File: src/rtl/nib_serial_pkg.sv
package nib_serial_pkg;
  typedef enum logic [1:0] {
    REG_LO   = 2'd0,
    REG_HI   = 2'd1,
    REG_CTL  = 2'd2,
    REG_NONE = 2'd3
  } reg_sel_e;

  localparam int CTL_RUN_BIT  = 0;
  localparam int CTL_MODE_BIT = 1;
endpackage

File: src/rtl/nib_sync.sv
module nib_sync #(
  parameter int   STAGES  = 2,
  parameter logic RST_VAL = 1'b0
) (
  input  logic clk,
  input  logic rst,
  input  logic d,
  output logic q
);
  logic [STAGES-1:0] chain;

  always_ff @(posedge clk) begin
    if (rst) chain <= {STAGES{RST_VAL}};
    else     chain <= {chain[STAGES-2:0], d};
  end

  assign q = chain[STAGES-1];
endmodule

File: src/rtl/nib_edge.sv
module nib_edge #(
  parameter logic RST_VAL = 1'b1
) (
  input  logic clk,
  input  logic rst,
  input  logic lvl,
  output logic rise,
  output logic fall
);
  logic prev;

  always_ff @(posedge clk) begin
    if (rst) prev <= RST_VAL;
    else     prev <= lvl;
  end

  assign rise = lvl & ~prev;
  assign fall = ~lvl & prev;
endmodule

File: src/rtl/nib_shift_core.sv
module nib_shift_core #(
  parameter int DATA_W    = 8,
  parameter int NIB_W     = 4,
  parameter bit LSB_FIRST = 1'b1
) (
  input  logic              clk,
  input  logic              rst,
  input  logic              start,
  input  logic              load_lo,
  input  logic              load_hi,
  input  logic [NIB_W-1:0]  nib,
  input  logic              sample,
  input  logic              out_edge,
  input  logic              din,
  output logic [DATA_W-1:0] data_q,
  output logic              run,
  output logic              done,
  output logic              dout
);
  localparam int CNT_W = $clog2(DATA_W + 1);
  localparam logic [CNT_W-1:0] LAST = CNT_W'(DATA_W - 1);

  logic [DATA_W-1:0] sr;
  logic [DATA_W-1:0] sr_next;
  logic              head;
  logic [CNT_W-1:0]  cnt;

  generate
    if (LSB_FIRST) begin : g_lsb
      assign head    = sr[0];
      assign sr_next = {din, sr[DATA_W-1:1]};
    end else begin : g_msb
      assign head    = sr[DATA_W-1];
      assign sr_next = {sr[DATA_W-2:0], din};
    end
  endgenerate

  always_ff @(posedge clk) begin
    if (rst) begin
      sr   <= '0;
      cnt  <= '0;
      run  <= 1'b0;
      done <= 1'b0;
      dout <= 1'b0;
    end else begin
      done <= 1'b0;
      if (start && !run) begin
        run  <= 1'b1;
        cnt  <= '0;
        dout <= head;
      end else if (run) begin
        if (sample) begin
          sr <= sr_next;
          if (cnt == LAST) begin
            run  <= 1'b0;
            done <= 1'b1;
            cnt  <= '0;
          end else begin
            cnt <= cnt + 1'b1;
          end
        end else if (out_edge) begin
          dout <= head;
        end
      end else begin
        if (load_lo) sr[NIB_W-1:0] <= nib;
        if (load_hi) sr[DATA_W-1 -: NIB_W] <= nib;
      end
    end
  end

  assign data_q = sr;
endmodule

File: src/rtl/nib_serial_slave.sv
module nib_serial_slave
  import nib_serial_pkg::*;
#(
  parameter int DATA_W      = 8,
  parameter int NIB_W       = 4,
  parameter int ADDR_W      = 2,
  parameter int SYNC_STAGES = 2,
  parameter bit LSB_FIRST   = 1'b1
) (
  input  logic              clk,
  input  logic              rst,
  input  logic [ADDR_W-1:0] cpu_addr,
  input  logic              cpu_wr,
  input  logic              cpu_rd,
  input  logic [NIB_W-1:0]  cpu_wdata,
  output logic [NIB_W-1:0]  cpu_rdata,
  input  logic              ser_clk,
  input  logic              ser_din,
  output logic              ser_dout,
  output logic              ser_rdy_n,
  output logic              xfer_irq
);
  logic sclk_s, din_s, sclk_rise, sclk_fall;
  logic run_w, done_w, dout_w;
  logic mode_q, rdy_q;
  logic [NIB_W-1:0]  rdata_q;
  logic [DATA_W-1:0] data_w;
  logic sel_lo, sel_hi, sel_ctl, trig, hi_access;

  nib_sync #(.STAGES(SYNC_STAGES), .RST_VAL(1'b1)) u_sync_clk (
    .clk(clk), .rst(rst), .d(ser_clk), .q(sclk_s));
  nib_sync #(.STAGES(SYNC_STAGES), .RST_VAL(1'b0)) u_sync_din (
    .clk(clk), .rst(rst), .d(ser_din), .q(din_s));
  nib_edge #(.RST_VAL(1'b1)) u_edge (
    .clk(clk), .rst(rst), .lvl(sclk_s), .rise(sclk_rise), .fall(sclk_fall));

  assign sel_lo    = (cpu_addr == ADDR_W'(REG_LO));
  assign sel_hi    = (cpu_addr == ADDR_W'(REG_HI));
  assign sel_ctl   = (cpu_addr == ADDR_W'(REG_CTL));
  assign trig      = cpu_wr && sel_ctl && cpu_wdata[CTL_RUN_BIT];
  assign hi_access = (cpu_wr || cpu_rd) && sel_hi;

  nib_shift_core #(.DATA_W(DATA_W), .NIB_W(NIB_W), .LSB_FIRST(LSB_FIRST)) u_core (
    .clk(clk), .rst(rst),
    .start(trig),
    .load_lo(cpu_wr && sel_lo),
    .load_hi(cpu_wr && sel_hi),
    .nib(cpu_wdata),
    .sample(mode_q ? sclk_rise : sclk_fall),
    .out_edge(mode_q ? sclk_fall : sclk_rise),
    .din(din_s),
    .data_q(data_w),
    .run(run_w),
    .done(done_w),
    .dout(dout_w));

  always_ff @(posedge clk) begin
    if (rst) begin
      mode_q  <= 1'b1;
      rdy_q   <= 1'b1;
      rdata_q <= '0;
    end else begin
      if (cpu_wr && sel_ctl && !run_w) mode_q <= cpu_wdata[CTL_MODE_BIT];
      if (trig && !run_w)                        rdy_q <= 1'b0;
      else if ((run_w && !sclk_s) || hi_access)  rdy_q <= 1'b1;
      if (cpu_rd) begin
        unique case (cpu_addr)
          ADDR_W'(REG_LO):  rdata_q <= data_w[NIB_W-1:0];
          ADDR_W'(REG_HI):  rdata_q <= data_w[DATA_W-1 -: NIB_W];
          ADDR_W'(REG_CTL): begin
            rdata_q <= '0;
            rdata_q[CTL_RUN_BIT]  <= run_w;
            rdata_q[CTL_MODE_BIT] <= mode_q;
          end
          default:          rdata_q <= '0;
        endcase
      end
    end
  end

  assign cpu_rdata = rdata_q;
  assign ser_dout  = dout_w;
  assign ser_rdy_n = rdy_q;
  assign xfer_irq  = done_w;
endmodule

File: config.mk
export PLATFORM = sky130hd
export DESIGN_NAME = nib_serial_slave
export DESIGN_NICKNAME = d
export VERILOG_FILES = /design/src/rtl/nib_serial_pkg.sv /design/src/rtl/nib_sync.sv /design/src/rtl/nib_edge.sv /design/src/rtl/nib_shift_core.sv /design/src/rtl/nib_serial_slave.sv
export SDC_FILE = /design/constraint.sdc
export NUM_CORES = 1
export LEC_CHECK = 0
export BUFFER_PORTS_ARGS = -buffer_cell sky130_fd_sc_hd__buf_4
export CAP_MARGIN = 20
export CORE_MARGIN = 2
export CORE_UTILIZATION = 40
export CTS_BUF_LIST = sky130_fd_sc_hd__clkbuf_16
export DETAILED_ROUTE_END_ITERATION = 6
export GPL_TIMING_DRIVEN = 1
export MAX_ROUTING_LAYER = met4
export PLACE_DENSITY_LB_ADDON = 0.12
export SYNTH_ARGS = -nofsm -noshare
export SYNTH_HDL_FRONTEND = slang
export SYNTH_SLANG_ARGS = --single-unit
File: constraint.sdc
create_clock -name clk -period 2.2 [get_ports clk]
set_input_delay 0.44 -clock clk [delete_from_list [all_inputs] [get_ports clk]]
set_output_delay 0.44 -clock clk [all_outputs]
set_load 0.1 [all_outputs]
==> tab_implementation.tex, run 1 <==
\begin{tabular}{lr}
\hline
Metric & Value \\
\hline
\multicolumn{2}{l}{\textbf{Run status}} \\
Status & completed \\
\multicolumn{2}{l}{\textbf{Timing}} \\
Worst-case hold slack & approximately 360 ps \\
Hold Vio Cnt, Final & 0 \\
Setup repair after global routing missed its margin & no \\
Worst-margin pin slew & 761 ps \\
Clock tree skew after final layout & just under 2 ps \\
Worst setup margin & 325 ps \\
Crit share post-route & 85.2\% \\
Total Neg Setup Slack & 0 ps \\
Min Clock Period, post-route & 1880 ps \\
Number of max-slew violations in the final report & 0 \\
Max-slew headroom & 49.2\% \\
Setup Viol. Count Final & 0 \\
Highest Clock Rate & around 530 MHz \\
\multicolumn{2}{l}{\textbf{Clock tree}} \\
Count of clock tree sinks & 26 \\
Later-pin clock latency in the skew report & 260 ps \\
Post-CTS sizing & 0 \\
Root buffer selected by CTS & clkbuf\_16 \\
Number of buffers on the longest clock path & 2 \\
Number of post-CTS setup repair buffers & 0 \\
\# hold bufs at CTS & 0 \\
Clock H-tree levels & 1 \\
Number of buffers inserted during clock tree synthesis & 3 \\
Clock slew at the register clock pins of the worst setup and hold paths & roughly 60 ps \\
TritonCTS clock tree & yes \\
\multicolumn{2}{l}{\textbf{Worst hold path}} \\
Kind of path behind the tightest hold check & in2reg \\
Source of the worst hold timing path & ser\_clk \\
\multicolumn{2}{l}{\textbf{Synth}} \\
Number of synthesized flops with an enable pin & 0 \\
Most instantiated flip-flop cell in the synthesis netlist & dfxtp\_1 \\
Dominant combinational cell family by area after synthesis & simple AND/OR/NAND/NOR gates \\
Post-Synth XOR/XNOR Area & 0\% \\
Number of warnings reported in the yosys synthesis log & 0 \\
Top post-synthesis cells by area & dfxtp\_1 (39\%), mux2i\_1 (8.3\%), nor2b\_1 (4.2\%) \\
Share of flip-flops with an asynchronous set or reset & 0\% \\
Synth cell types & 41 \\
Compound-gate portion of the synthesized area & 18.7\% \\
Gate Count Post-Synth & around 140 \\
Top-count cell post-synth & dfxtp\_1 \\
Synth Register Bits & 26 \\
Post-synthesis net count & roughly 160 \\
Post-synthesis cell type with the largest combined area & dfxtp\_1 \\
Total standard cell area after synthesis & 1330 um2 \\
Fraction of the yosys area taken by sequential cells & about 39\% \\
Synthesized area divided by synthesized cell count & approximately 9.4 um2 \\
Simple-gate portion of the synthesized area & between 20\% and 30\% \\
Share of the synthesized area in the top cell type & roughly two fifths \\
Multiplexer share of the synthesized area & roughly a tenth \\
Post-synthesis adder-cell area fraction & less than 1\% \\
Commonest cells in the synthesized netlist & dfxtp\_1 (26), mux2i\_1 (11), nor2b\_1 (9) \\
\multicolumn{2}{l}{\textbf{Layout}} \\
Synth-to-layout area growth & 15.7\% \\
Share of final-layout standard cells stronger than drive strength 1 & 23.5\% \\
\# diodes & 0 \\
Count of fill cells added during filler insertion & between 300 and 400 \\
Final net count & around 170 \\
\multicolumn{2}{l}{\textbf{Floorplan}} \\
Total I/O pin count & 19 \\
Die footprint & $\sim$3800 um2 \\
Number of rows in the core area & 20 \\
Die Wd & between 60 and 70 um \\
Vertical die dimension & 61.7 um \\
Effective utilization at floorplan & between 40 and 50\% \\
Area inside the core boundary & around 3100 um2 \\
\multicolumn{2}{l}{\textbf{Placed design}} \\
Port bufs & 18 \\
DP Worst Slack & approximately 370 ps \\
Global placement routability congestion & between 0.8 and 0.9 \\
Final HPWL from detailed placement & 2.09 mm \\
\multicolumn{2}{l}{\textbf{Global routing}} \\
Initial antenna violation count & 0 \\
Wire length of the first global-routing pass & between 5 and 6 mm \\
Global router's overall resource usage & 18.7\% \\
Total congestion overflow after global routing & 0 \\
Largest net degree at the start of global routing & 28 \\
Via count of the first global-routing pass & 1,098 \\
\multicolumn{2}{l}{\textbf{Routing}} \\
DRC violations left & 0 \\
Overall via count from detail\_route & about 1,100 \\
Post-detailed-routing wire length & 2.96 mm \\
Number of design-rule violations left by the first detailed-router iteration & 46 \\
Antenna violation net count after detailed routing & 0 \\
Routed length per placed instance & 15.0 um \\
Drt pass-1 iters & 4 \\
Mean number of vias per cell & between 5 and 6 \\
\multicolumn{2}{l}{\textbf{Critical path}} \\
Sort of element at the start of the critical path & flip-flop \\
Critical path endpoint category & flip-flop \\
Worst setup path startpoint & u\_core.run \\
Slowest Stage Delay on Critical Path & approximately 800 ps \\
List of cells traversed by the critical path & nand4bb\_1 -> a31o\_2 -> a21oi\_1 \\
Worst Path Class, Setup & reg2reg \\
Worst Path Max Fanout & 21 \\
CP required & 2390 ps \\
Worst reg2reg path startpoint & u\_core.run \\
Crit path DAT & a little over 2000 ps \\
Cell with the biggest individual delay on the critical path & dfxtp\_1 \\
\multicolumn{2}{l}{\textbf{Power}} \\
Cell leakage power & 0.581 nW \\
Peak supply drop & approximately 0.30 mV \\
Pwr/cell area & 672 nW/um2 \\
Power, Total & roughly 1.0 mW \\
\multicolumn{2}{l}{\textbf{Job}} \\
Max Cap Viol & 0 \\
\hline
\end{tabular}
==> where the power goes <==
part | internal (mW) | switching [mW]
sequential | 0.487 | 0.0178
combinational | 0.0544 | 0.0742
clock | 0.241 | 0.162
total | 0.783 | 0.254
==> worst max-delay path: cells and delay by family (launching register included) <==
kind | cells | cell delay [ps]
flip-flops | 1 | 810
AO/OA/AOI/OAI | 2 | 510
AND/OR/NAND/NOR | 1 | 470
==> layout by cell type (no fill, tap or decap), types with 2 or more instances in the layout <==
master,count
nand3b_1,2
clkbuf_16,3
a211oi_1,5
o21bai_1,2
nand4_1,3
or2_2,3
dfxtp_1,26
nor3_1,2
o21ai_0,6
nand2_1,2
inv_1,5
nand2b_1,5
nand4bb_1,2
o221a_2,3
mux2i_1,11
a21oi_1,8
nor2b_1,9
nor2_1,8
buf_4,19
a31o_2,3
mux2_2,2
nand3_1,3
nand4b_1,2
nor4_1,4
==> registers in the layout, indices dropped and copies added (netlist names) <==
signal            flops
cpu_rdata             4
mode_q                1
ser_rdy_n             1
u_core.cnt            4
u_core.data_q         8
u_core.done           1
u_core.dout           1
u_core.run            1
u_edge.prev           1
u_sync_clk.chain      2
u_sync_din.chain      2
==> cell families (layout without fill, tap and decap cells) <==
kind of cell,Yosys count,in the layout
buffers and inverters,16,27
AOI/OAI and AO/OA,34,34
adders and majority gates,1,1
and+or+nand+nor,52,52
muxes,13,13
DFF,26,26
==> cell type report <==
class	instances	area [um2]	area share [%]
multi-input combinational	100	731	47.4
inverter	5	18.8	1.22
tap	44	55.1	3.57
sequential	26	520	33.7
timing repair buffer	19	143	9.25
clock buffer	3	75.1	4.87
==> path summary, 6_finish.rpt <==
kind	endpoint	slack, ps	cells past startpoint
worst min-delay path	u_sync_clk.chain[0]	360	2
worst max register to register	u_core.data_q[6]	320	3
worst min register to register	u_sync_clk.chain[1]	410	1
worst max-delay path	u_core.data_q[6]	320	3
==> metal layers <==
metal  vias up  part of all wire [%]  global-route usage [%]  wire length, um
met1       524                    48                    23.1             1430
li1        548                     -                       -                -
met5         -                     0                       -                0
met4         0                   1.6                    7.29               47
met2        20                    46                    30.1             1360
met3         5                   4.0                    3.73              118
==> stage by stage <==
step           area, um2  std cells  util (%)
2_1_floorplan       1330        142         -
3_3_place_gp        1470        194      47.3
3_5_place_dp        1470        194      47.3
4_1_cts             1540        197      49.7
5_1_grt             1540        197      49.7
6_report            1540        197      49.7
(Power assumes the default switching activity.)
==> inputs of run 2 (changes only) <==
Settings changed: REMOVE_ABC_BUFFERS set to 1.
==> tab_implementation.tex, run 2 (synthesis results as in run 1) <==
\begin{tabular}{lr}
\hline
Metric & Value \\
\hline
\multicolumn{2}{l}{\textbf{Run status}} \\
Status & completed \\
\multicolumn{2}{l}{\textbf{Power}} \\
Cell leakage power & 0.593 nW (+2.1\%) \\
Int Power & 786 uW (+0.37\%) \\
Part of the power in combinational logic & 12.8\% (+0.4 points) \\
P\_sw & 246 uW (-3.1\%) \\
Peak supply drop & 0.452 mV (+52\%) \\
Pwr/cell area & 661 nW/um2 (-1.7\%) \\
Switching portion of total power & 23.9\% (-0.64 points) \\
Portion of total power attributed to the clock network & 38.7\% (-0.2 points) \\
Portion of total power attributed to sequential cells & 48.5\% (-0.2 points) \\
\multicolumn{2}{l}{\textbf{Global routing}} \\
Largest net degree at the start of global routing & 28 (unchanged) \\
Via count of the first global-routing pass & 992 (-9.7\%) \\
Total congestion overflow after global routing & 0 (unchanged) \\
Wire length of the first global-routing pass & 4.66 mm (-7.7\%) \\
Initial antenna violation count & 0 (unchanged) \\
Global router's overall resource usage & 17.8\% (-0.92 points) \\
\multicolumn{2}{l}{\textbf{Timing}} \\
Setup repair after global routing missed its margin & no \\
Worst-margin pin slew & 502 ps (-260 ps) \\
Number of max-slew violations in the final report & 0 (unchanged) \\
Hold Vio Cnt, Final & 0 (unchanged) \\
Clock tree skew after final layout & 2.31 ps (+0.323 ps) \\
Setup Viol. Count Final & 0 (unchanged) \\
Min Clock Period, post-route & 1540 ps (-334 ps) \\
Total Neg Setup Slack & 0 ps (unchanged) \\
Worst-case hold slack & 360 ps (+0.789 ps) \\
Worst setup margin & 659 ps (+334 ps) \\
Max-slew headroom & 66.1\% (+17 points) \\
Highest Clock Rate & 649 MHz (+22\%) \\
Crit share post-route & 70.0\% (-15 points) \\
\multicolumn{2}{l}{\textbf{Layout}} \\
Highest-count cells in the layout ignoring fill and taps & dfxtp\_1 (26), buf\_4 (21), mux2i\_1 (11), nor2b\_1 (9) \\
Count of fill cells added during filler insertion & 310 (-2.2\%) \\
\# diodes & 0 (unchanged) \\
Max FFs per register & 8 (unchanged) \\
Synth-to-layout area growth & 17.1\% \\
Final net count & 170 (+1.2\%) \\
Final cell utilization of the core & 50.3\% (+0.60 points) \\
Most common cell after layout, fill and taps aside & dfxtp\_1 \\
Share of final-layout standard cells stronger than drive strength 1 & 24.4\% (+0.83 points) \\
\multicolumn{2}{l}{\textbf{Floorplan}} \\
Number of rows in the core area & 20 (unchanged) \\
Total I/O pin count & 19 (unchanged) \\
Vertical die dimension & 61.7 um (unchanged) \\
Effective utilization at floorplan & 43.0\% (unchanged) \\
Die footprint & 3810 um2 (unchanged) \\
Die Wd & 61.7 um (unchanged) \\
Area inside the core boundary & 3100 um2 (unchanged) \\
\multicolumn{2}{l}{\textbf{Routing}} \\
Overall via count from detail\_route & 1,084 (-1.2\%) \\
DRC violations left & 0 (unchanged) \\
Mean number of vias per cell & 5.42 (-2.7\%) \\
Routed length per placed instance & 14.3 um (-4.7\%) \\
Post-detailed-routing wire length & 2.86 mm (-3.3\%) \\
Number of design-rule violations left by the first detailed-router iteration & 44 (-4.3\%) \\
Drt pass-1 iters & 4 (unchanged) \\
Antenna violation net count after detailed routing & 0 (unchanged) \\
\multicolumn{2}{l}{\textbf{Critical path}} \\
CP required & 2370 ps (-20 ps) \\
Worst setup path startpoint & u\_core.run \\
Worst reg2reg path startpoint & u\_core.run \\
Cell with the biggest individual delay on the critical path & nand4bb\_1 \\
Worst reg2reg path depth & 4 (+1) \\
Sort of element at the start of the critical path & flip-flop \\
Worst Path Max Fanout & 15 (-29\%) \\
Slowest Stage Delay on Critical Path & 370 ps (-440 ps) \\
Stages on worst setup path & 4 (+1) \\
Critical Path Sink & u\_core.data\_q[4] \\
Crit path DAT & 1710 ps (-360 ps) \\
Worst Path Class, Setup & reg2reg \\
Worst path buffer plus inverter count & 1 (+1) \\
Critical path endpoint category & flip-flop \\
Reg2Reg Setup Slack & 660 ps (+330 ps) \\
Dominant delay contributor by cell family on the critical path & simple AND/OR/NAND/NOR gates \\
List of cells traversed by the critical path & buf\_4 -> nand4bb\_1 -> nor4b\_1 -> a311oi\_1 \\
RR Endpoint & u\_core.data\_q[4] \\
\multicolumn{2}{l}{\textbf{Clock tree}} \\
\# hold bufs at CTS & 0 (unchanged) \\
Count of clock tree sinks & 26 (unchanged) \\
Root buffer selected by CTS & clkbuf\_16 \\
Number of post-CTS setup repair buffers & 0 (unchanged) \\
Post-CTS sizing & 0 (unchanged) \\
Later-pin clock latency in the skew report & 260 ps (about the same) \\
TritonCTS clock tree & yes \\
Clock slew at the register clock pins of the worst setup and hold paths & 60 ps (about the same) \\
Clock H-tree levels & 1 (unchanged) \\
Number of buffers inserted during clock tree synthesis & 3 (unchanged) \\
Number of buffers on the longest clock path & 2 (unchanged) \\
\multicolumn{2}{l}{\textbf{Placed design}} \\
DP Worst Slack & 658 ps (+291 ps) \\
Global placement routability congestion & 0.799 (-1.2\%) \\
Port bufs & 18 (unchanged) \\
Final HPWL from detailed placement & 2.08 mm (-0.26\%) \\
\multicolumn{2}{l}{\textbf{Job}} \\
Max Cap Viol & 0 (unchanged) \\
\multicolumn{2}{l}{\textbf{Worst hold path}} \\
Kind of path behind the tightest hold check & in2reg \\
\hline
\end{tabular}
==> run 2: power groups by stage <==
stage / registers, mW / clock network (mW) / logic (mW)
6_report: 0.500 / 0.399 / 0.132
5_1_grt: 0.503 / 0.435 / 0.144
4_1_cts: 0.500 / 0.411 / 0.133
3_5_place_dp: 0.511 / 0 / 0.133
3_3_place_gp: 0.510 / 0 / 0.132
2_1_floorplan: 0.536 / 0 / 0.0568
==> run 2: worst min path at each step <==
stage / end / slack (ps) / depth (start not counted) / start
detailed placement: u_sync_clk.chain[1] / 400 / 1 / u_sync_clk.chain[0]
floorplan: u_sync_clk.chain[1] / 390 / 1 / u_sync_clk.chain[0]
finish: u_sync_clk.chain[0] / 360 / 2 / ser_clk
global placement: u_sync_clk.chain[1] / 390 / 1 / u_sync_clk.chain[0]
global route: u_sync_clk.chain[0] / 380 / 2 / ser_clk
CTS: u_sync_clk.chain[0] / 360 / 2 / ser_clk
==> run 2: per-stage QoR <==
stage,area [um2],power [mW],std cells
finish,1560,1.03,200
global route,1560,1.08,200
CTS,1560,1.04,200
detailed placement,1480,0.644,196
global placement,1480,0.642,196
floorplan,1270,0.593,131
==> run 2: area by class of cell <==
type / instances / area, um2 / share of cell area, %
clock buffers: 3 / 75.1 / 4.81
clock inverters: 1 / 3.75 / 0.240
inverters: 5 / 18.8 / 1.20
multi-input cells: 100 / 731 / 46.8
flip-flops and latches: 26 / 520 / 33.3
well taps: 44 / 55.1 / 3.53
repair buffers: 21 / 158 / 10.1
==> run 2: worst reg2reg max path, cell delays in order, from the launching register on <==
cell,delay (ps)
dfxtp_1,360
buf_4,220
nand4bb_1,380
nor4b_1,260
a311oi_1,240
==> run 2: metal layers <==
layer | routed length, um | track usage [%] | vias to the layer above
met5 | 0 | - | -
met1 | 1300 | 20.6 | 501
met4 | 73 | 8.51 | 0
li1 | - | - | 555
met2 | 1390 | 28.9 | 20
met3 | 87 | 4.35 | 8
==> inputs of run 3 (changes only) <==
Settings changed: ABC_AREA set to 1.
Clock period 2.2 ns to 1.31 ns, I/O delays scaled along.
==> tab_implementation.tex, run 3 <==
\begin{tabular}{lr}
\hline
Metric & Value \\
\hline
\multicolumn{2}{l}{\textbf{Run status}} \\
Status & completed \\
\multicolumn{2}{l}{\textbf{Clock tree}} \\
Clock H-tree levels & 1 (unchanged) \\
Number of buffers inserted during clock tree synthesis & 3 (unchanged) \\
Count of clock tree sinks & 26 (unchanged) \\
TritonCTS clock tree & yes \\
Clock slew at the register clock pins of the worst setup and hold paths & 70 ps (about the same) \\
Number of buffers on the longest clock path & 2 (unchanged) \\
Post-CTS sizing & 0 (unchanged) \\
Number of post-CTS setup repair buffers & 0 (unchanged) \\
Later-pin clock latency in the skew report & 260 ps (about the same) \\
Root buffer selected by CTS & clkbuf\_16 \\
\# hold bufs at CTS & 0 (unchanged) \\
\multicolumn{2}{l}{\textbf{Routing}} \\
DRC violations left & 0 (unchanged) \\
Detailed route wirelength on metal3 & 102 um (+17\%) \\
Highest metal layer with signal wires & met4 \\
Drt pass-1 iters & 7 (+3) \\
Post-detailed-routing wire length & 2.76 mm (-3.5\%) \\
Overall via count from detail\_route & 1,197 (+10\%) \\
Met2 Routed Length & 1.39 mm (-0.36\%) \\
Antenna violation net count after detailed routing & 0 (unchanged) \\
Number of design-rule violations left by the first detailed-router iteration & 78 (+77\%) \\
Mean number of vias per cell & 5.20 (-4.0\%) \\
Metal-1 WL & 1.25 mm (-3.8\%) \\
Routed length per placed instance & 12.0 um (-16\%) \\
\multicolumn{2}{l}{\textbf{Synth}} \\
Synth Register Bits & 26 (unchanged) \\
Gate Count Post-Synth & 176 (+24\%) \\
Commonest cells in the synthesized netlist & nand2\_1 (36), dfxtp\_1 (26), nand3\_1 (23) \\
Synth cell types & 26 (-37\%) \\
Post-synthesis cell type with the largest combined area & dfxtp\_1 \\
Share of flip-flops with an asynchronous set or reset & 0\% (unchanged) \\
Most instantiated flip-flop cell in the synthesis netlist & dfxtp\_1 \\
Top-count cell post-synth & nand2\_1 \\
Share of the synthesized area in the top cell type & 41.6\% (+2.6 points) \\
Fraction of the yosys area taken by sequential cells & 41.6\% (+2.6 points) \\
Number of synthesized flops with an enable pin & 0 (unchanged) \\
Top post-synthesis cells by area & dfxtp\_1 (42\%), nand2\_1 (11\%), nand3\_1 (9.2\%) \\
Number of warnings reported in the yosys synthesis log & 0 (unchanged) \\
Total standard cell area after synthesis & 1250 um2 (-6.2\%) \\
Synthesized area divided by synthesized cell count & 7.11 um2 (-24\%) \\
\multicolumn{2}{l}{\textbf{Layout}} \\
Cell area after layout & 1540 um2 (-1.7\%) \\
Synth-to-layout area growth & 22.7\% \\
\# diodes & 0 (unchanged) \\
Final cell utilization of the core & 51.1\% (+0.80 points) \\
Sequential cell area & 524 um2 (+0.72\%) \\
Max FFs per register & 8 (unchanged) \\
Final net count & 211 (+24\%) \\
Multi-input logic area & 618 um2 (-15\%) \\
Count of fill cells added during filler insertion & 306 (-1.3\%) \\
Share of final-layout standard cells stronger than drive strength 1 & 22.8\% (-1.5 points) \\
Non-filler cells, final & 230 (+15\%) \\
Most common cell after layout, fill and taps aside & nand2\_1 \\
Highest-count cells in the layout ignoring fill and taps & nand2\_1 (36), nand3\_1 (23), dfxtp\_1 (23), a21oi\_1 (21), buf\_4 (21) \\
\multicolumn{2}{l}{\textbf{Timing}} \\
Setup Viol. Count Final & 0 (unchanged) \\
Crit share post-route & 89.7\% (+20 points) \\
Min Clock Period, post-route & 1170 ps (-366 ps) \\
Total Neg Setup Slack & 0 ps (unchanged) \\
Max-slew headroom & 80.4\% (+14 points) \\
Worst-margin pin slew & 294 ps (-208 ps) \\
Setup repair after global routing missed its margin & no \\
Highest Clock Rate & 851 MHz (+31\%) \\
Number of max-slew violations in the final report & 0 (unchanged) \\
Clock tree skew after final layout & 4.03 ps (+1.72 ps) \\
Hold Vio Cnt, Final & 0 (unchanged) \\
\multicolumn{2}{l}{\textbf{Global routing}} \\
Global router's overall resource usage & 18.4\% (+0.61 points) \\
Wire length of the first global-routing pass & 4.90 mm (+5.2\%) \\
Initial antenna violation count & 0 (unchanged) \\
Via count of the first global-routing pass & 1,111 (+12\%) \\
Total congestion overflow after global routing & 0 (unchanged) \\
Largest net degree at the start of global routing & 16 (-43\%) \\
\multicolumn{2}{l}{\textbf{Placed design}} \\
Final HPWL from detailed placement & 2.07 mm (-0.46\%) \\
Port bufs & 18 (unchanged) \\
Instance area at placement & 1430 um2 (-3.8\%) \\
Global placement routability congestion & 0.843 (+5.4\%) \\
Placed instance count & 226 (+15\%) \\
\multicolumn{2}{l}{\textbf{Power}} \\
Pwr/cell area & 1300 nW/um2 (+97\%) \\
Cell leakage power & 0.722 nW (+22\%) \\
Peak supply drop & 0.624 mV (+38\%) \\
Power, Total & 2.00 mW (+94\%) \\
\multicolumn{2}{l}{\textbf{Floorplan}} \\
Effective utilization at floorplan & 41.7\% (-1.3 points) \\
Die footprint & 3590 um2 (-5.8\%) \\
Vertical die dimension & 59.9 um (-2.9\%) \\
Total I/O pin count & 19 (unchanged) \\
Number of rows in the core area & 20 (unchanged) \\
Area inside the core boundary & 3000 um2 (-3.2\%) \\
Die Wd & 59.9 um (-2.9\%) \\
\multicolumn{2}{l}{\textbf{Critical path}} \\
Worst path buffer plus inverter count & 1 (unchanged) \\
CP required & 1460 ps (-910 ps) \\
Sort of element at the start of the critical path & flip-flop \\
Dominant delay contributor by cell family on the critical path & simple AND/OR/NAND/NOR gates \\
Worst Path Max Fanout & 7 (-8) \\
List of cells traversed by the critical path & nor2\_1 -> nand2\_1 -> nand2\_2 -> inv\_2 -> nand2\_1 -> nor2\_1 \\
Worst Path Class, Setup & reg2reg \\
Critical path endpoint category & flip-flop \\
Reg2Reg Setup Slack & 140 ps (-520 ps) \\
Cell with the biggest individual delay on the critical path & dfxtp\_2 \\
Crit path DAT & 1330 ps (-380 ps) \\
Slowest Stage Delay on Critical Path & 380 ps (about the same) \\
\multicolumn{2}{l}{\textbf{Job}} \\
Max Cap Viol & 0 (unchanged) \\
\multicolumn{2}{l}{\textbf{Worst hold path}} \\
Kind of path behind the tightest hold check & in2reg \\
\hline
\end{tabular}
run 3: cell types whose count changed after synthesis, moves of 4 or more:
cell / change
nand2_1: +34
a21oi_1: +13
clkbuf_1: -4
nor2b_1: -9
nor4_1: -4
nand2b_1: -5
inv_1: +13
mux2i_1: -11
nor2_1: +10
a211oi_1: -5
inv_2: +4
nand3_1: +20
run 3: worst paths after layout:
kind	start	depth (start not counted)	endpoint
worst min register to register	u_sync_din.chain[0]	2	u_sync_din.chain[1]
worst max register to register	u_core.run	6	u_core.cnt[3]
worst max-delay path	u_core.run	6	u_core.cnt[3]
worst min-delay path	ser_clk	2	u_sync_clk.chain[0]
run 3: worst reg2reg max path: stages (launching register included):
cell	delay [ps]
dfxtp_2	380
nor2_1	270
nand2_1	140
nand2_2	100
inv_2	40
nand2_1	80
nor2_1	50
run 3: power by group:
part	leakage (nW)	switching, mW	internal, mW
combinational	0.458	0.172	0.0918
sequential	0.212	0.0272	0.827
clock	0.0511	0.273	0.608
total	0.722	0.472	1.53
run 3: metrics by stage:
stage	setup slack [ps]	hold WS (ps)
6_report	135	189
5_1_grt	35.2	192
4_1_cts	87.0	183
3_5_place_dp	90.1	400
3_3_place_gp	117	398
2_1_floorplan	38.0	331
run 3: metal layers:
metal,GRT usage (%),vias to the layer above
met3,4.11,2
met2,29.7,28
met5,-,-
met4,5.40,0
met1,23.0,556
li1,-,611
run 3: kinds of logic (layout without fill, tap and decap cells):
group                    count (synthesis)  count (layout)  synth area share [%]
AO/OA/AOI/OAI                           30              30                  13.7
flip-flops                              26              26                  41.6
adder cells (fa/ha/maj)                  1               1                  1.00
AND/OR/NAND/NOR                         92              92                  34.7
buffers and inverters                   27              48                  9.00
run 3: cell type report:
type,instances,share of cell area [%]
clock buffer,3,4.89
clock inverter,1,1.96
inverter,23,5.79
multi-input combinational,123,40.3
sequential,26,34.1
tap,33,2.69
timing repair buffer,21,10.3
